**src/rtl/deadband_pkg.sv**
```systemverilog
`timescale 1ns/1ps
package deadband_pkg;
  localparam int REG_W  = 16;
  localparam int ADDR_W = 3;
  localparam int PS_W   = 3;
  localparam int NSRC   = 4;
  localparam int SRC_HALT = 1;

  localparam logic [ADDR_W-1:0] A_CTRL  = 3'd0;
  localparam logic [ADDR_W-1:0] A_TIME  = 3'd1;
  localparam logic [ADDR_W-1:0] A_OUTEN = 3'd2;
  localparam logic [ADDR_W-1:0] A_FCFG  = 3'd3;
  localparam logic [ADDR_W-1:0] A_FCLR  = 3'd4;
  localparam logic [ADDR_W-1:0] A_LOCK  = 3'd5;

  localparam logic [REG_W-1:0] KEY_LOCK = 16'hC3A5;
  localparam logic [REG_W-1:0] KEY_OPEN = 16'h3C5A;

  typedef enum logic [1:0] {
    SAFE_NONE = 2'd0,
    SAFE_IDLE = 2'd1,
    SAFE_LOW  = 2'd2,
    SAFE_HIZ  = 2'd3
  } safe_act_e;

  // bit 0 run, bit 1 primary active low, bit 2 complementary invert,
  // bit 3 auto restart, bits 6:4 prescale exponent
  typedef struct packed {
    logic [PS_W-1:0] presc;
    logic            auto_rst;
    logic            comp_inv;
    logic            prim_low;
    logic            run;
  } ctrl_t;

  // gap length in core cycles for a tick count and a prescale exponent
  function automatic int unsigned dead_cycles(input int unsigned ticks,
                                              input int unsigned exp2);
    return ticks << exp2;
  endfunction

  // returns {output enable, level} for one pin
  function automatic logic [1:0] drive_pin(input logic active, input logic inv,
                                           input logic on, input logic safing,
                                           input safe_act_e act);
    if (!on) return 2'b00;
    if (safing) begin
      case (act)
        SAFE_IDLE: return {1'b1, inv};
        SAFE_LOW:  return 2'b10;
        SAFE_HIZ:  return 2'b00;
        default:   return {1'b1, active ^ inv};
      endcase
    end
    return {1'b1, active ^ inv};
  endfunction
endpackage

```
**src/rtl/deadband_regs.sv**
```systemverilog
`timescale 1ns/1ps
module deadband_regs
  import deadband_pkg::*;
#(
  parameter int NCH  = 3,
  parameter int DT_W = 8
) (
  input  logic                  clk,
  input  logic                  rst_n,
  input  logic                  we,
  input  logic [ADDR_W-1:0]     addr,
  input  logic [REG_W-1:0]      wdata,
  output ctrl_t                 ctrl,
  output logic [DT_W-1:0]       rise_ticks,
  output logic [DT_W-1:0]       fall_ticks,
  output logic [2*NCH-1:0]      outen,
  output logic [NSRC-1:0]       src_en,
  output safe_act_e             action,
  output logic [NSRC-1:0]       clr_pulse,
  output logic                  locked
);
  logic cfg_hit;
  assign cfg_hit   = we && !locked && (addr <= A_FCFG);
  assign clr_pulse = (we && addr == A_FCLR) ? wdata[NSRC-1:0] : '0;

  always_ff @(posedge clk) begin
    if (!rst_n) begin
      ctrl       <= '0;
      rise_ticks <= '0;
      fall_ticks <= '0;
      outen      <= '0;
      src_en     <= '0;
      action     <= SAFE_NONE;
      locked     <= 1'b0;
    end else begin
      if (we && addr == A_LOCK) begin
        if (wdata == KEY_LOCK)      locked <= 1'b1;
        else if (wdata == KEY_OPEN) locked <= 1'b0;
      end
      if (cfg_hit) begin
        case (addr)
          A_CTRL:  ctrl <= ctrl_t'(wdata[$bits(ctrl_t)-1:0]);
          A_TIME:  begin
                     rise_ticks <= wdata[DT_W-1:0];
                     fall_ticks <= wdata[2*DT_W-1:DT_W];
                   end
          A_OUTEN: outen <= wdata[2*NCH-1:0];
          A_FCFG:  begin
                     src_en <= wdata[NSRC-1:0];
                     action <= safe_act_e'(wdata[NSRC+1:NSRC]);
                   end
          default: ;
        endcase
      end
    end
  end

  p_lock_holds_r11: assert property (@(posedge clk) disable iff (!rst_n)
    (locked && we && addr <= A_FCFG && !(addr == A_LOCK))
      |=> ($stable(ctrl) && $stable(outen) && $stable(rise_ticks) &&
           $stable(fall_ticks) && $stable(src_en) && $stable(action)))
    else $error("locked configuration changed");
endmodule

```
**src/rtl/deadband_fault.sv**
```systemverilog
`timescale 1ns/1ps
module deadband_fault
  import deadband_pkg::*;
(
  input  logic            clk,
  input  logic            rst_n,
  input  logic [NSRC-1:0] src,
  input  logic [NSRC-1:0] src_en,
  input  logic [NSRC-1:0] clr,
  input  logic            auto_rst,
  output logic [NSRC-1:0] flags
);
  logic [NSRC-1:0] hit, keep;
  assign hit = src & src_en;

  always_comb begin
    keep = flags & ~clr;
    if (auto_rst && !src[SRC_HALT]) keep[SRC_HALT] = 1'b0;
  end

  always_ff @(posedge clk) begin
    if (!rst_n) flags <= '0;
    else        flags <= hit | keep;
  end

  for (genvar k = 0; k < NSRC; k++) begin : g_chk
    p_flag_sticky_r8: assert property (@(posedge clk) disable iff (!rst_n)
      (flags[k] && !clr[k] && !(k == SRC_HALT && auto_rst)) |=> flags[k])
      else $error("flag %0d dropped without clear", k);
    p_flag_cause_r8: assert property (@(posedge clk) disable iff (!rst_n)
      $rose(flags[k]) |-> $past(src[k] && src_en[k]))
      else $error("flag %0d set without enabled source", k);
  end

  p_auto_release_r10: assert property (@(posedge clk) disable iff (!rst_n)
    (auto_rst && !src[SRC_HALT]) |=> !flags[SRC_HALT])
    else $error("halt flag held under auto restart");
endmodule

```
**src/rtl/deadband_chan.sv**
```systemverilog
`timescale 1ns/1ps
module deadband_chan #(
  parameter int CNT_W = 15
) (
  input  logic             clk,
  input  logic             rst_n,
  input  logic             pwm,
  input  logic [CNT_W-1:0] load_rise,
  input  logic [CNT_W-1:0] load_fall,
  output logic             p_act,
  output logic             c_act
);
  logic             lvl;
  logic [CNT_W-1:0] cnt;
  logic             toggled, settled;

  assign toggled = pwm ^ lvl;
  assign settled = (cnt == '0);

  always_ff @(posedge clk) begin
    if (!rst_n) begin
      lvl <= 1'b0;
      cnt <= '0;
    end else if (toggled) begin
      lvl <= pwm;
      cnt <= pwm ? load_rise : load_fall;
    end else if (!settled) begin
      cnt <= cnt - CNT_W'(1);
    end
  end

  assign p_act = lvl & settled;
  assign c_act = ~lvl & settled;

  p_gap_rise_r2: assert property (@(posedge clk) disable iff (!rst_n)
    (toggled && pwm && load_rise != '0) |=> (!p_act && !c_act))
    else $error("no gap after rising edge");
  p_gap_fall_r3: assert property (@(posedge clk) disable iff (!rst_n)
    (toggled && !pwm && load_fall != '0) |=> (!p_act && !c_act))
    else $error("no gap after falling edge");
endmodule

```
**src/rtl/deadband_unit.sv**
```systemverilog
`timescale 1ns/1ps
module deadband_unit
  import deadband_pkg::*;
#(
  parameter int NCH  = 3,
  parameter int DT_W = 8
) (
  input  logic                clk,
  input  logic                rst_n,
  input  logic [NCH-1:0]      pwm_in,
  input  logic                cfg_we,
  input  logic [ADDR_W-1:0]   cfg_addr,
  input  logic [REG_W-1:0]    cfg_wdata,
  input  logic                flt_lockup,
  input  logic                flt_halt,
  input  logic [1:0]          flt_ext,
  output logic [2*NCH-1:0]    pin_out,
  output logic [2*NCH-1:0]    pin_oe,
  output logic [NSRC-1:0]     fault_flags
);
  localparam int CNT_W = DT_W + (1 << PS_W) - 1;

  ctrl_t           ctrl;
  logic [DT_W-1:0] rise_ticks, fall_ticks;
  logic [2*NCH-1:0] outen;
  logic [NSRC-1:0] src_en, clr_pulse, src;
  safe_act_e       action;
  logic            locked;
  logic            safing;
  logic [CNT_W-1:0] load_rise, load_fall;
  logic [NCH-1:0]  p_act, c_act, prim_lv, prim_oe, comp_lv, comp_oe;

  deadband_regs #(.NCH(NCH), .DT_W(DT_W)) u_regs (
    .clk(clk), .rst_n(rst_n), .we(cfg_we), .addr(cfg_addr), .wdata(cfg_wdata),
    .ctrl(ctrl), .rise_ticks(rise_ticks), .fall_ticks(fall_ticks),
    .outen(outen), .src_en(src_en), .action(action),
    .clr_pulse(clr_pulse), .locked(locked)
  );

  assign src = {flt_ext[1], flt_ext[0], flt_halt, flt_lockup};

  deadband_fault u_fault (
    .clk(clk), .rst_n(rst_n), .src(src), .src_en(src_en), .clr(clr_pulse),
    .auto_rst(ctrl.auto_rst), .flags(fault_flags)
  );

  assign safing    = (|fault_flags) && (action != SAFE_NONE);
  assign load_rise = CNT_W'(dead_cycles(32'(rise_ticks), 32'(ctrl.presc)));
  assign load_fall = CNT_W'(dead_cycles(32'(fall_ticks), 32'(ctrl.presc)));

  for (genvar c = 0; c < NCH; c++) begin : g_ch
    deadband_chan #(.CNT_W(CNT_W)) u_ch (
      .clk(clk), .rst_n(rst_n), .pwm(pwm_in[c]),
      .load_rise(load_rise), .load_fall(load_fall),
      .p_act(p_act[c]), .c_act(c_act[c])
    );
    assign {prim_oe[c], prim_lv[c]} =
      drive_pin(p_act[c], ctrl.prim_low, outen[c], safing, action);
    assign {comp_oe[c], comp_lv[c]} =
      drive_pin(c_act[c], ctrl.comp_inv, outen[NCH+c], safing, action);

    p_no_overlap_r12: assert property (@(posedge clk) disable iff (!rst_n)
      (ctrl.run && !safing) |->
        !(pin_oe[c] && pin_oe[NCH+c] &&
          (pin_out[c] ^ ctrl.prim_low) && (pin_out[NCH+c] ^ ctrl.comp_inv)))
      else $error("channel %0d pins both active", c);
  end

  always_comb begin
    if (!ctrl.run) begin
      pin_out = {{NCH{1'b0}}, pwm_in};
      pin_oe  = '1;
    end else begin
      pin_out = {comp_lv, prim_lv};
      pin_oe  = {comp_oe, prim_oe};
    end
  end

  p_hiz_r9: assert property (@(posedge clk) disable iff (!rst_n)
    (ctrl.run && (|fault_flags) && action == SAFE_HIZ) |-> (pin_oe == '0))
    else $error("tristate action left a pin enabled");
endmodule

```
**config.mk**
```make
export PLATFORM = sky130hd
export DESIGN_NAME = deadband_unit
export DESIGN_NICKNAME = d
export VERILOG_FILES = /design/src/rtl/deadband_pkg.sv /design/src/rtl/deadband_regs.sv /design/src/rtl/deadband_fault.sv /design/src/rtl/deadband_chan.sv /design/src/rtl/deadband_unit.sv
export SDC_FILE = /design/constraint.sdc
export NUM_CORES = 1
export LEC_CHECK = 0
export ABC_AREA = 1
export CAP_MARGIN = 20
export CORE_MARGIN = 2
export CORE_UTILIZATION = 60
export CTS_CLUSTER_DIAMETER = 80
export DETAILED_ROUTE_END_ITERATION = 10
export DONT_BUFFER_PORTS = 1
export PLACE_DENSITY = 0.76
export SLEW_MARGIN = 15
export SYNTH_ARGS = -nofsm -noshare
export SYNTH_HDL_FRONTEND = slang
export SYNTH_SLANG_ARGS = --single-unit
export TNS_END_PERCENT = 10
```
**constraint.sdc**
```tcl
create_clock -name clk -period 3.4 [get_ports clk]
set_input_delay 0.51 -clock clk [delete_from_list [all_inputs] [get_ports clk]]
set_output_delay 0.51 -clock clk [all_outputs]
set_load 0.005 [all_outputs]
```
==> impl_metrics.json, run 1 <==
{
  "cp-startpoint": "g_ch[2].u_ch.cnt[0]$_SDFFE_PN0P_",
  "top_usage_layer": "met2",
  "grt_setup_unrepaired": "false",
  "tns_ps": 0,
  "final.setup_skew_ps": 11.2,
  "postLayoutSetupSlackWorst_ps": 852,
  "chipWidth_um": 103,
  "synth_edf_count": 0,
  "grtUsageMet3_pct": 6.72,
  "endpoint_kind": "primary output",
  "critPathLaunchType": "flip-flop",
  "firstDrtPassIters": 8,
  "powerDensity_nw_per_um2": 476,
  "grt.overflow.total": 0,
  "met2_usage_pct": 54.7,
  "wirelength_um": 18200,
  "synth.area.mux_share_pct": 0,
  "port_buffers": 0,
  "yosys.area.top_type": "dfxtp_1",
  "crit_required_ps": 2890,
  "syn2layout_area_growth_pct": 2.80,
  "die_h_um": 103,
  "p_total_mw": 2.89,
  "clk_pin_slew_ps": 100,
  "multi_input_area_um2": 3580,
  "gp_congestion": 1.12,
  "sw_frac_of_total_pct": 40.3,
  "grt_pass1_vias": 5568,
  "syn_inst": 944,
  "r2r_end": "g_ch[0].u_ch.cnt[9]$_SDFFE_PN0P_",
  "drc": 0,
  "route.vias.total": 6325,
  "synth_top_area_share_pct": 29.8,
  "via_per_inst": 5.96,
  "fin_area_um2": 6070,
  "ir_drop_mv": 0.224,
  "drive_gt1_share_pct": 9.05,
  "synthDistinctLibCells": 46,
  "leakagePower_nw": 2.72,
  "fmax_ghz": 0.393,
  "worst-r2r-cell-count": 9,
  "ys_ff_latch": 88,
  "placed_area_um2": 5880,
  "p_comb_share_pct": 32.6,
  "synth_area_leaders": "dfxtp_1, nand2_1, nand3_1",
  "ant_nets": 0,
  "p_int_mw": 1.73,
  "drv_cap": 0,
  "grt_max_degree": 51,
  "route.detailed.wl_per_inst_um": 17.1,
  "outcome": "completed",
  "syn_area_per_cell_um2": 6.26,
  "ios": 45,
  "synthArstFlopShare_pct": 0,
  "holdCritPathClass": "input port to flip-flop",
  "core-area_um2": 9680,
  "cts.sink_count": 88,
  "pre_cts_ws_ps": 1300,
  "clkLatencyLatePin_ps": 380,
  "crit_path_end": "pin_out[5]",
  "track_usage_pct": 34.6,
  "cts_made_buffers": 9,
  "max_slew_margin_pct": 47.0,
  "postCtsSetupBuffers": 0,
  "yosysWarnings": 0,
  "syn_nets": 976,
  "hpwl_um": 13700,
  "synth_top_family_by_area": "simple AND/OR/NAND/NOR gates",
  "yosys.area_share.simple_pct": 42.4,
  "min_period_ps": 2550,
  "switchingPower_mw": 1.17,
  "register_area_um2": 1760,
  "dr.first_iter.drc_count": 552,
  "die_area_um2": 10700,
  "antenna_cells": 0,
  "cts_hold_buf": 0,
  "synth_xor_xnor_area_share_pct": 1.48,
  "p_seq_share_pct": 42.1,
  "antenna_found_initial": 0,
  "setup_viol": 0,
  "post_cts_resize_count": 0,
  "synth_compound_gate_area_share_pct": 16.1,
  "finalCritPeriodShare_pct": 74.9,
  "clockBufferDepth": 2,
  "h-tree-depth": 3,
  "synth-main-ff-cell": "dfxtp_1",
  "path_class": "flip-flop to primary output",
  "ys_seq_area_share_pct": 29.8,
  "num_rows": 36,
  "synthAdderAreaFrac_pct": 0.635,
  "cp_max_fo": 4,
  "finalNetCount": 955,
  "hold_violations": 0,
  "cts_tree": "built",
  "grt_pass1_wl_um": 28100,
  "timing.rr.start": "u_regs.ctrl[4]$_SDFFE_PN0P_",
  "synth_area_um2": 5910,
  "n_fill_cell": 948,
  "reg2reg_slack_ps": 1360,
  "arrival_ps": 2040,
  "use_met1_pct": 47.7,
  "power_frac_clock_pct": 25.3,
  "tightestPinTransition_ps": 794,
  "initial_utilization_pct": 61.0,
  "hold-worst-slack_ps": 227,
  "drv_slew": 0,
  "root_buffer": "clkbuf_8"
}
[per-stage QoR]
| step | util [%] | cells |
|---|---|---|
| floorplan | - | 944 |
| global placement | 60.7 | 1045 |
| detailed placement | 60.7 | 1045 |
| CTS | 62.7 | 1061 |
| global route | 62.7 | 1061 |
| finish | 62.7 | 1061 |
[state kept, by name, summed over array words and instances, names as in the netlist]
signal             cells
g_ch.u_ch.cnt         45
u_regs.src_en          4
u_regs.rise_ticks      8
u_fault.flags          4
u_regs.fall_ticks      8
g_ch.u_ch.lvl          3
u_regs.locked          1
u_regs.ctrl            7
u_regs.outen           6
u_regs.action          2
[cell usage in the layout (no fill, tap or decap), drive strengths merged, types with 7 or more instances in the layout]
| cell type | count |
|---|---|
| nand4 | 15 |
| clkbuf | 9 |
| o211ai | 12 |
| inv | 94 |
| nor3 | 10 |
| dfxtp | 88 |
| nand2 | 224 |
| o21ai | 82 |
| nor2 | 132 |
| xor2 | 7 |
| a21oi | 63 |
| nand3 | 158 |
[how the worst min path moves through the flow]
| stage | from | to | slack [ps] | cells after the start |
|---|---|---|---|---|
| floorplan | u_regs.ctrl[3]$_SDFFE_PN0P_ | u_regs.ctrl[3]$_SDFFE_PN0P_ | 420 | 2 |
| global placement | u_regs.ctrl[3]$_SDFFE_PN0P_ | u_regs.ctrl[3]$_SDFFE_PN0P_ | 440 | 2 |
| detailed placement | u_regs.ctrl[3]$_SDFFE_PN0P_ | u_regs.ctrl[3]$_SDFFE_PN0P_ | 450 | 2 |
| CTS | pwm_in[0] | g_ch[0].u_ch.lvl$_SDFFE_PN0N_ | 220 | 2 |
| global route | pwm_in[0] | g_ch[0].u_ch.lvl$_SDFFE_PN0N_ | 230 | 2 |
| finish | pwm_in[0] | g_ch[0].u_ch.lvl$_SDFFE_PN0N_ | 230 | 2 |
[kinds of logic after synthesis]
kind of cell | Yosys count
adder cells (fa/ha/maj) | 3
buffers and inverters | 125
XOR/XNOR | 10
AO/OA/AOI/OAI | 174
flip-flops | 88
AND/OR/NAND/NOR | 544
[Yosys cell counts, types with 2 or more instances]
cell type,count
or2_2,2
buf_4,6
nand2_1,210
nor3_2,2
o221ai_1,2
dfxtp_1,88
clkinv_1,2
ha_1,3
inv_2,12
nand2_4,4
nand2_2,10
nor2_4,3
nor3_1,8
nand4_1,14
o22ai_1,3
o21bai_1,2
o21ai_1,4
clkbuf_1,11
o21ai_0,75
buf_2,10
nor2_8,2
xnor2_1,3
nor2_2,18
o211ai_1,12
buf_6,5
a21oi_1,62
a31oi_1,6
nor2_1,109
xor2_1,7
inv_1,75
nand3_1,154
o21ai_2,3
nand3_2,4
[final cells by class]
cell class | count | share of cell area (%)
multi-input combinational | 731 | 59.0
sequential | 88 | 29.0
inverter | 91 | 5.79
tap | 133 | 2.74
clock buffer | 9 | 2.04
clock inverter | 7 | 1.15
timing repair buffer | 2 | 0.247
[worst max-delay path, cell delays in order, from the launching register on]
cell	delay, ps
dfxtp_1	330
inv_1	110
ha_1	220
nand2_2	110
nor2_2	180
nand3_1	200
inv_1	140
nand3_1	80
nand3_1	90
nand2_1	70
nor2_1	120
[power groups by stage]
stage / logic, mW / registers, mW / clock network (mW)
floorplan: 0.770 / 1.21 / 0
global placement: 0.904 / 1.23 / 0
detailed placement: 0.924 / 1.24 / 0
CTS: 0.929 / 1.21 / 0.742
global route: 1.06 / 1.23 / 0.788
finish: 0.942 / 1.22 / 0.733
[routing by layer]
metal	up-vias	share of wire [%]
met5	-	0
met4	0	3.0
met3	41	7.8
met2	263	45
met1	2905	44
li1	3116	-
(Power assumes the default switching activity.)
==> inputs of run 2 (changes only) <==
- clock period: 3.4 -> 2.57 ns (I/O delays scaled with it)
==> run 2 against run 1 <==
Net effect: flip-flop and latch count stayed put; count of clock-buffer cells in the layout stayed put; critical path depth is 1 lower; clock power is 33% higher; largest cell class unchanged.
==> impl_metrics.json, run 2 (synthesis gave the netlist of run 1 again) <==
{
  "drv_slew": 0,
  "min_period_ps": 2390,
  "tightestPinTransition_ps": 763,
  "leakagePower_nw": 2.74,
  "setup_viol": 0,
  "grt_setup_unrepaired": "false",
  "root_buffer": "clkbuf_8",
  "max_slew_margin_pct": 49.1,
  "dr.first_iter.drc_count": 535,
  "antenna_found_initial": 0,
  "via_per_inst": 5.92,
  "postCtsSetupBuffers": 0,
  "gp_congestion": 1.11,
  "placed_area_um2": 5900,
  "h-tree-depth": 3,
  "arrival_ps": 2000,
  "drc": 0,
  "grt_max_degree": 51,
  "wirelength_um": 18100,
  "crit_required_ps": 2180,
  "num_rows": 36,
  "met2_usage_pct": 51.3,
  "postLayoutSetupSlackWorst_ps": 180,
  "cp_max_fo": 4,
  "port_buffers": 0,
  "p_seq_share_pct": 42.0,
  "drv_cap": 0,
  "p_int_mw": 2.28,
  "ir_drop_mv": 0.371,
  "tns_ps": 0,
  "track_usage_pct": 33.9,
  "initial_utilization_pct": 61.0,
  "grt.overflow.total": 0,
  "die_h_um": 103,
  "route.detailed.wl_per_inst_um": 17.0,
  "layout_commonest_cell": "nand2_1",
  "critPathMaxStageDelay_ps": 340,
  "p_total_mw": 3.83,
  "hold_violations": 0,
  "core-area_um2": 9680,
  "endpoint_kind": "primary output",
  "finalNetCount": 958,
  "largest_register_ffs": 45,
  "hpwl_um": 13500,
  "cp_num_buf_inv": 1,
  "outcome": "completed",
  "power_frac_clock_pct": 25.5,
  "dpl.cell_count": 1048,
  "finalCritPeriodShare_pct": 93.0,
  "use_met1_pct": 46.9,
  "die_area_um2": 10700,
  "switchingPower_mw": 1.54,
  "grt_pass1_vias": 5423,
  "cp_slowest_cell": "dfxtp_1",
  "ant_nets": 0,
  "clockBufferDepth": 2,
  "cts.sink_count": 88,
  "grt_pass1_wl_um": 27400,
  "cts_hold_buf": 0,
  "ios": 45,
  "powerDensity_nw_per_um2": 627,
  "crit_chain": "inv_1 > ha_1 > nand2_2 > nor2_2 > nand3_1 > o21ai_0 > nand3_1 > nand2_1 > nor2_1",
  "top_usage_layer": "met2",
  "clkLatencyLatePin_ps": 390,
  "firstDrtPassIters": 5,
  "path_class": "flip-flop to primary output",
  "cp_top_family": "simple AND/OR/NAND/NOR gates",
  "syn2layout_area_growth_pct": 3.26,
  "antenna_cells": 0,
  "cts_made_buffers": 9,
  "cts_tree": "built",
  "final_cell_mix": "nand2_1, nand3_1, nor2_1",
  "fin_area_um2": 6100,
  "grtUsageMet3_pct": 6.38,
  "p_comb_share_pct": 32.6,
  "reg_top3": "g_ch.u_ch.cnt: 45 flops, u_regs.fall_ticks: 8 flops, u_regs.rise_ticks: 8 flops",
  "crit_path_frequent_cell": "nand3_1",
  "final.setup_skew_ps": 12.3,
  "pre_cts_ws_ps": 606,
  "regMostFlops": "g_ch.u_ch.cnt",
  "drive_gt1_share_pct": 9.34,
  "sw_frac_of_total_pct": 40.3,
  "fmax_ghz": 0.418,
  "chipWidth_um": 103,
  "layout.cells.non_filler": 1064,
  "route.vias.total": 6301,
  "holdCritPathClass": "input port to flip-flop",
  "critPathLaunchType": "flip-flop",
  "clk_pin_slew_ps": 100
}
==> run 2: cell count changes in the layout (fill, tap and decap cells not counted), sizes merged <==
cell	previous run	this run
buf	2	5
==> run 2: layout make-up <==
cell class	instances	area, um2
clock buffer	9	124
inverter	91	352
clock inverter	7	70.1
tap	133	166
timing repair buffer	5	37.5
multi-input combinational	731	3590
fill	941	3580
sequential	88	1760
==> run 2: per-layer routing <==
metal	up-vias	wire, um	share of wire [%]
li1	3106	-	-
met1	2866	7810	43
met2	283	8010	44
met3	46	1560	8.6
met4	0	681	3.8
met5	-	0	0
==> run 2: repair_timing <==
action                                  4_1_cts  5_1_grt
resized for setup                             0        1
hold endpoints to repair                      0        0
endpoints found under the setup margin        0        1
==> run 2: worst register-to-register path, stage by stage, from the launching register on <==
cell	delay, ps
dfxtp_1	750
buf_4	240
nand2_1	80
nand3_1	120
nand3_1	280
nand2_1	140
nand3_1	100
a31oi_1	150
==> run 2: through the flow <==
step / utilization (%) / hold slack, ps
6_report: 63.0 / 87.4
5_1_grt: 63.0 / 101
4_1_cts: 62.9 / 87.8
3_5_place_dp: 60.9 / 448
3_3_place_gp: 60.9 / 438
2_1_floorplan: - / 424
==> run 2: power by group through the flow <==
stage	clock network (mW)	registers (mW)	logic (mW)
after global routing	1.03	1.62	1.40
final	0.974	1.61	1.25
after detailed placement	0	1.63	1.22
after CTS	0.976	1.60	1.23
after floorplan	0	1.60	1.02
after global placement	0	1.63	1.20
==> run 2: final timing paths <==
check | from | end | slack [ps] | cells past startpoint
setup / recovery | g_ch[2].u_ch.cnt[0]$_SDFFE_PN0P_ | pin_out[5] | 180 | 9
hold reg to reg | u_regs.ctrl[3]$_SDFFE_PN0P_ | u_regs.ctrl[3]$_SDFFE_PN0P_ | 460 | 2
hold / removal | pwm_in[2] | g_ch[2].u_ch.lvl$_SDFFE_PN0N_ | 90 | 2
setup reg to reg | u_regs.ctrl[4]$_SDFFE_PN0P_ | g_ch[0].u_ch.cnt[3]$_SDFFE_PN0P_ | 650 | 7
